$ cat config.mk
export PLATFORM = sky130hd
export DESIGN_NAME = cam_word_packer
export DESIGN_NICKNAME = d
export VERILOG_FILES = /design/src/rtl/cam_pack_pkg.sv /design/src/rtl/cam_rst_sync.sv /design/src/rtl/cam_sync_qual.sv /design/src/rtl/cam_lane_pack.sv /design/src/rtl/cam_word_packer.sv
export SDC_FILE = /design/constraint.sdc
export NUM_CORES = 1
export LEC_CHECK = 0
export BUFFER_PORTS_ARGS = -buffer_cell sky130_fd_sc_hd__buf_2
export CELL_PAD_IN_SITES_DETAIL_PLACEMENT = 1
export CELL_PAD_IN_SITES_GLOBAL_PLACEMENT = 2
export CORE_MARGIN = 3
export CORE_UTILIZATION = 37
export DETAILED_ROUTE_END_ITERATION = 10
export GPL_TIMING_DRIVEN = 1
export PLACE_DENSITY_LB_ADDON = 0.15
export SLEW_MARGIN = 20
export SYNTH_ARGS = -nofsm -noshare
export SYNTH_HDL_FRONTEND = slang
export SYNTH_SLANG_ARGS = --single-unit
export TNS_END_PERCENT = 5
$ cat constraint.sdc
create_clock -name pix_clk -period 2.1 [get_ports pix_clk]
set_input_delay 0.21 -clock pix_clk [delete_from_list [all_inputs] [get_ports pix_clk]]
set_output_delay 0.21 -clock pix_clk [all_outputs]
set_load 0.02 [all_outputs]
$ cat src/rtl/cam_pack_pkg.sv
package cam_pack_pkg;

  typedef enum logic [1:0] {
    WM_NARROW = 2'b00,
    WM_WIDE   = 2'b01,
    WM_RSV_A  = 2'b10,
    WM_RSV_B  = 2'b11
  } width_mode_e;

  function automatic logic mode_supported(input width_mode_e m);
    return (m == WM_NARROW) || (m == WM_WIDE);
  endfunction

endpackage

$ cat src/rtl/cam_rst_sync.sv
module cam_rst_sync (
  input  logic clk_n_edge,
  input  logic arst_n,
  output logic srst_n
);
  logic [1:0] sync_q;
  logic [1:0] sync_d;

  always_comb begin
    sync_d = {sync_q[0], 1'b1};
  end

  always_ff @(negedge clk_n_edge or negedge arst_n) begin
    if (!arst_n) sync_q <= 2'b00;
    else         sync_q <= sync_d;
  end

  assign srst_n = sync_q[1];
endmodule

$ cat src/rtl/cam_sync_qual.sv
module cam_sync_qual
  import cam_pack_pkg::*;
(
  input  logic        clk,
  input  logic        rst_n,
  input  logic        cap_en,
  input  logic        hsync,
  input  logic        vsync,
  input  logic [1:0]  width_mode,
  output width_mode_e mode_q,
  output logic        take,
  output logic        frame_clr
);
  width_mode_e mode_d;
  logic        mode_en;

  // Width code is only accepted during vertical blanking.
  always_comb begin
    mode_en = vsync;
    mode_d  = mode_q;
    if (mode_en) mode_d = width_mode_e'(width_mode);
  end

  always_ff @(negedge clk or negedge rst_n) begin
    if (!rst_n) mode_q <= WM_NARROW;
    else        mode_q <= mode_d;
  end

  always_comb begin
    frame_clr = vsync;
    take      = cap_en && !hsync && !vsync && mode_supported(mode_q);
  end
endmodule

$ cat src/rtl/cam_lane_pack.sv
module cam_lane_pack
  import cam_pack_pkg::*;
#(
  parameter int DATA_W   = 14,
  parameter int WORD_W   = 32,
  parameter int NARROW_W = 8,
  parameter int WIDE_W   = 10
) (
  input  logic              clk,
  input  logic              rst_n,
  input  logic              take,
  input  logic              clr,
  input  width_mode_e       mode,
  input  logic [DATA_W-1:0] pix_data,
  output logic [WORD_W-1:0] word_out,
  output logic              word_valid
);
  localparam int HALF_W   = WORD_W / 2;
  localparam int N_NARROW = WORD_W / NARROW_W;
  localparam int N_WIDE   = WORD_W / HALF_W;
  localparam int CNT_W    = $clog2(N_NARROW);
  localparam int PAD_W    = HALF_W - WIDE_W;

  logic [CNT_W-1:0]  cnt_q, cnt_d;
  logic [WORD_W-1:0] acc_q, acc_d;
  logic [WORD_W-1:0] word_q, word_d;
  logic              valid_q, valid_d;
  logic [WORD_W-1:0] narrow_merged, wide_merged, merged;
  logic              is_wide, last;

  // Narrow lanes: the lane selected by the count takes the new byte.
  for (genvar i = 0; i < N_NARROW; i++) begin : g_narrow_lane
    assign narrow_merged[i*NARROW_W +: NARROW_W] =
      (cnt_q == CNT_W'(i)) ? pix_data[NARROW_W-1:0]
                           : acc_q[i*NARROW_W +: NARROW_W];
  end

  // Wide lanes: a zero-extended halfword per sample.
  for (genvar j = 0; j < N_WIDE; j++) begin : g_wide_lane
    assign wide_merged[j*HALF_W +: HALF_W] =
      (cnt_q == CNT_W'(j)) ? {{PAD_W{1'b0}}, pix_data[WIDE_W-1:0]}
                           : acc_q[j*HALF_W +: HALF_W];
  end

  always_comb begin
    is_wide = (mode == WM_WIDE);
    merged  = is_wide ? wide_merged : narrow_merged;
    last    = is_wide ? (cnt_q == CNT_W'(N_WIDE - 1))
                      : (cnt_q == CNT_W'(N_NARROW - 1));
  end

  always_comb begin
    cnt_d   = cnt_q;
    acc_d   = acc_q;
    word_d  = word_q;
    valid_d = 1'b0;
    if (clr) begin
      cnt_d = '0;
      acc_d = '0;
    end else if (take) begin
      if (last) begin
        word_d  = merged;
        valid_d = 1'b1;
        cnt_d   = '0;
        acc_d   = '0;
      end else begin
        acc_d = merged;
        cnt_d = cnt_q + 1'b1;
      end
    end
  end

  always_ff @(negedge clk or negedge rst_n) begin
    if (!rst_n) begin
      cnt_q   <= '0;
      acc_q   <= '0;
      word_q  <= '0;
      valid_q <= 1'b0;
    end else begin
      cnt_q   <= cnt_d;
      acc_q   <= acc_d;
      word_q  <= word_d;
      valid_q <= valid_d;
    end
  end

  assign word_out   = word_q;
  assign word_valid = valid_q;
endmodule

$ cat src/rtl/cam_word_packer.sv
module cam_word_packer
  import cam_pack_pkg::*;
#(
  parameter int DATA_W   = 14,
  parameter int WORD_W   = 32,
  parameter int NARROW_W = 8,
  parameter int WIDE_W   = 10
) (
  input  logic              pix_clk,
  input  logic              rst_n,
  input  logic              cap_en,
  input  logic              hsync,
  input  logic              vsync,
  input  logic [1:0]        width_mode,
  input  logic [DATA_W-1:0] pix_data,
  output logic [WORD_W-1:0] word_out,
  output logic              word_valid
);
  logic        srst_n;
  width_mode_e mode_q;
  logic        take;
  logic        frame_clr;

  cam_rst_sync u_rst (
    .clk_n_edge (pix_clk),
    .arst_n     (rst_n),
    .srst_n     (srst_n)
  );

  cam_sync_qual u_qual (
    .clk        (pix_clk),
    .rst_n      (srst_n),
    .cap_en     (cap_en),
    .hsync      (hsync),
    .vsync      (vsync),
    .width_mode (width_mode),
    .mode_q     (mode_q),
    .take       (take),
    .frame_clr  (frame_clr)
  );

  cam_lane_pack #(
    .DATA_W   (DATA_W),
    .WORD_W   (WORD_W),
    .NARROW_W (NARROW_W),
    .WIDE_W   (WIDE_W)
  ) u_pack (
    .clk        (pix_clk),
    .rst_n      (srst_n),
    .take       (take),
    .clr        (frame_clr),
    .mode       (mode_q),
    .pix_data   (pix_data),
    .word_out   (word_out),
    .word_valid (word_valid)
  );
endmodule

==> impl_metrics.py <==
metrics = {
    "sta": {
        "finalHoldViolCount": 0,
        "rsz0062_at_grt": "true",
        "drv_slew": 0,
        "slew_headroom_pct": 52.1,
        "tightest_slew_ns": 0.719,
        "setup_ws_ns": -0.461,
        "fin_skew_ns": 0.00486,
        "setup_viol": 91,
        "holdWs_ns": 0.154,
    },
    "die": {
        "die_y_um": 94.6,
        "num_rows": 31,
        "die_area_um2": 8940,
        "ioPinCount": 54,
        "die_w_um": 94.6,
        "start_util_pct": 39.0,
        "coreArea_um2": 7450,
    },
    "clocking": {
        "insertion_delay_ns": 0.33,
        "clock-root-buffer": "clkbuf_8",
        "clock-sinks": 63,
        "cts_buffers": 9,
        "cts_tree": "yes",
        "htreeDepth": 3,
        "clockBufferDepth": 2,
        "clk_pin_slew_ns": 0.05,
    },
    "logic_synthesis": {
        "yosys.area.top_type_share_pct": 54.3,
        "ys_types": 38,
        "synth_enable_flop_cells": 0,
        "syn_nets": 246,
        "ys_ff_latch": 63,
        "syn_avg_cell_area_um2": 13.1,
        "yosys.area.top_type": "dfrtn_1",
        "netlist_instances": 221,
        "synth_area_um2": 2900,
        "async_flop_share_pct": 100,
        "ys_seq_area_share_pct": 54.3,
        "synthFlopType": "dfrtn_1",
        "yosys_warnings": 0,
        "synth.top_cells.by_area": "dfrtn_1, mux2_2, a22o_1",
    },
    "worst_setup_path": {
        "cp_data_arrival_time_ns": 1.68,
        "cp-end-kind": "register",
        "ff2ff_setup_slack_ns": 0.03,
        "cp_data_required_time_ns": 1.22,
        "setup.worst_path.start_class": "input pin",
        "r2r-end": "u_pack.word_out[19]$_DFFE_NN0P_",
        "worstPathMaxFanout": 6,
        "ff2ff_path_depth": 7,
        "timing.rr.start": "u_pack.cnt_q[1]$_DFFE_NN0P_",
        "endpoint": "u_pack.word_out[24]$_DFFE_NN0P_",
        "critical_path_class": "in -> reg",
        "crit_path_start": "hsync",
    },
    "power": {
        "ir_worst_vdd_v": 0.000301,
        "powerDensity_nw_per_um2": 720,
        "leakage_nw": 2.08,
    },
    "detailed_routing": {
        "routed_wl_mm": 7.82,
        "vias_per_cell": 5.16,
        "ant_nets": 0,
        "wl_per_cell_um": 18.7,
        "vias": 2156,
        "firstDrtPassIters": 4,
        "drt-initial-drc-count": 100,
        "drcViolationCount": 0,
    },
    "placed_design": {
        "place_worst_setup_slack_ns": -0.793,
        "dp_hpwl_mm": 5.25,
        "place.gp.congestion": 0.731,
        "io_buffers": 49,
        "placed_area_um2": 3580,
    },
    "global_route": {
        "grt_pass1_vias": 2287,
        "antenna_found_initial": 0,
        "grt_pass1_wl_mm": 12.4,
        "grtUsageTotal_pct": 18.4,
        "grt_overflow": 0,
        "grt_max_degree": 39,
    },
    "layout": {
        "diodes": 0,
        "fin_nets": 339,
        "final_cell_mix": "dfrtn_1, buf_6, buf_4",
        "mostFrequentLayoutCell": "dfrtn_1",
        "fin_area_um2": 4290,
        "syn_to_final_growth_pct": 47.9,
        "layout-drive-gt1-share_pct": 53.9,
    },
    "worst_hold_path": {
        "hp-class": "reg -> async",
    },
    "outcome": {
        "violations": "setup timing",
        "status": "complete, but fails checks",
    },
    "flow_run": {
        "drv_cap": 0,
    },
}
==> per-stage QoR <==
step           instances  TNS (ns)  power (mW)  utilization, %
5_1_grt              418    -24.48        3.22            57.7
3_5_place_dp         394    -40.64        1.76            48.1
2_1_floorplan        221    -32.74        1.58               -
6_report             418    -21.58        3.09            57.7
3_3_place_gp         394    -39.17        1.76            48.1
4_1_cts              414    -19.41        3.10            56.2
==> metal layers <==
layer | global-route usage [%] | vias up | share of wire [%]
li1 | - | 1000 | -
met1 | 25.5 | 1102 | 47
met2 | 28.9 | 45 | 49
met3 | 3.03 | 9 | 2.7
met4 | 7.21 | 0 | 1.3
met5 | 0 | - | 0
==> Yosys cell counts, drive strengths merged (3+ instances only) <==
cell and number:
nor2 4, ha 4, o21ai 8, a21oi 6
clkbuf 3, a22o 29, buf 10, and2 5
dfrtn 63, nor3 3, a31o 3, mux2 44
inv 12, nand3 6
==> logic make-up after synthesis <==
kind of cell    share of synthesized area [%]
compound gates                           15.3
fa+ha+maj                                1.72
buf+inv                                  4.18
mux                                      17.4
other cells                             0.129
simple gates                             6.90
flops                                    54.3
==> repair_timing <==
item                       CTS  global route
hold buffers                 0             0
gates resized for setup     91            17
setup endpoints to repair   91            91
buffers inserted             3             2
gates cloned                 1             2
pin swaps                    3             3
==> final cells by class <==
cell class                 instances  area, µm²
timing repair buffer              95        966
tap                               99        124
clock buffer                      12        165
multi-input combinational        133       1340
clock inverter                     4       76.3
sequential                        63       1580
fill                             740       3150
inverter                          12       45.0
==> flip-flops by register name (all words and copies together) (netlist names) <==
register,count
u_pack.cnt_q,2
u_qual.mode_q,2
u_rst.sync_q,2
u_pack.acc_q,24
u_pack.word_valid,1
u_pack.word_out,32
==> critical path: stages <==
cell and delay [ns]:
buf_8 0.10, or4b_4 0.57, a21oi_4 0.20, buf_12 0.16, clkbuf_16 0.15, mux2_4 0.29
==> worst min-delay path by stage <==
stage                              start                            to  slack, ns  cells past startpoint
2_1_floorplan  u_rst.sync_q[0]$_DFF_NN0_     u_rst.sync_q[1]$_DFF_NN0_       0.29                      0
3_3_place_gp   u_rst.sync_q[1]$_DFF_NN0_  u_qual.mode_q[1]$_DFFE_NN0P_       0.15                      0
3_5_place_dp   u_rst.sync_q[1]$_DFF_NN0_  u_qual.mode_q[1]$_DFFE_NN0P_       0.16                      0
4_1_cts        u_rst.sync_q[1]$_DFF_NN0_  u_qual.mode_q[1]$_DFFE_NN0P_       0.16                      0
5_1_grt        u_rst.sync_q[1]$_DFF_NN0_  u_qual.mode_q[1]$_DFFE_NN0P_       0.18                      0
6_report       u_rst.sync_q[1]$_DFF_NN0_  u_qual.mode_q[1]$_DFFE_NN0P_       0.15                      0
==> power by group <==
part	internal (mW)	switching, mW	total (mW)	leakage (nW)
sequential	1.28	0.0511	1.33	0.839
clock	0.768	0.496	1.26	0.119
combinational	0.259	0.235	0.493	1.12
No activity file was read; power rests on OpenSTA's default activity.
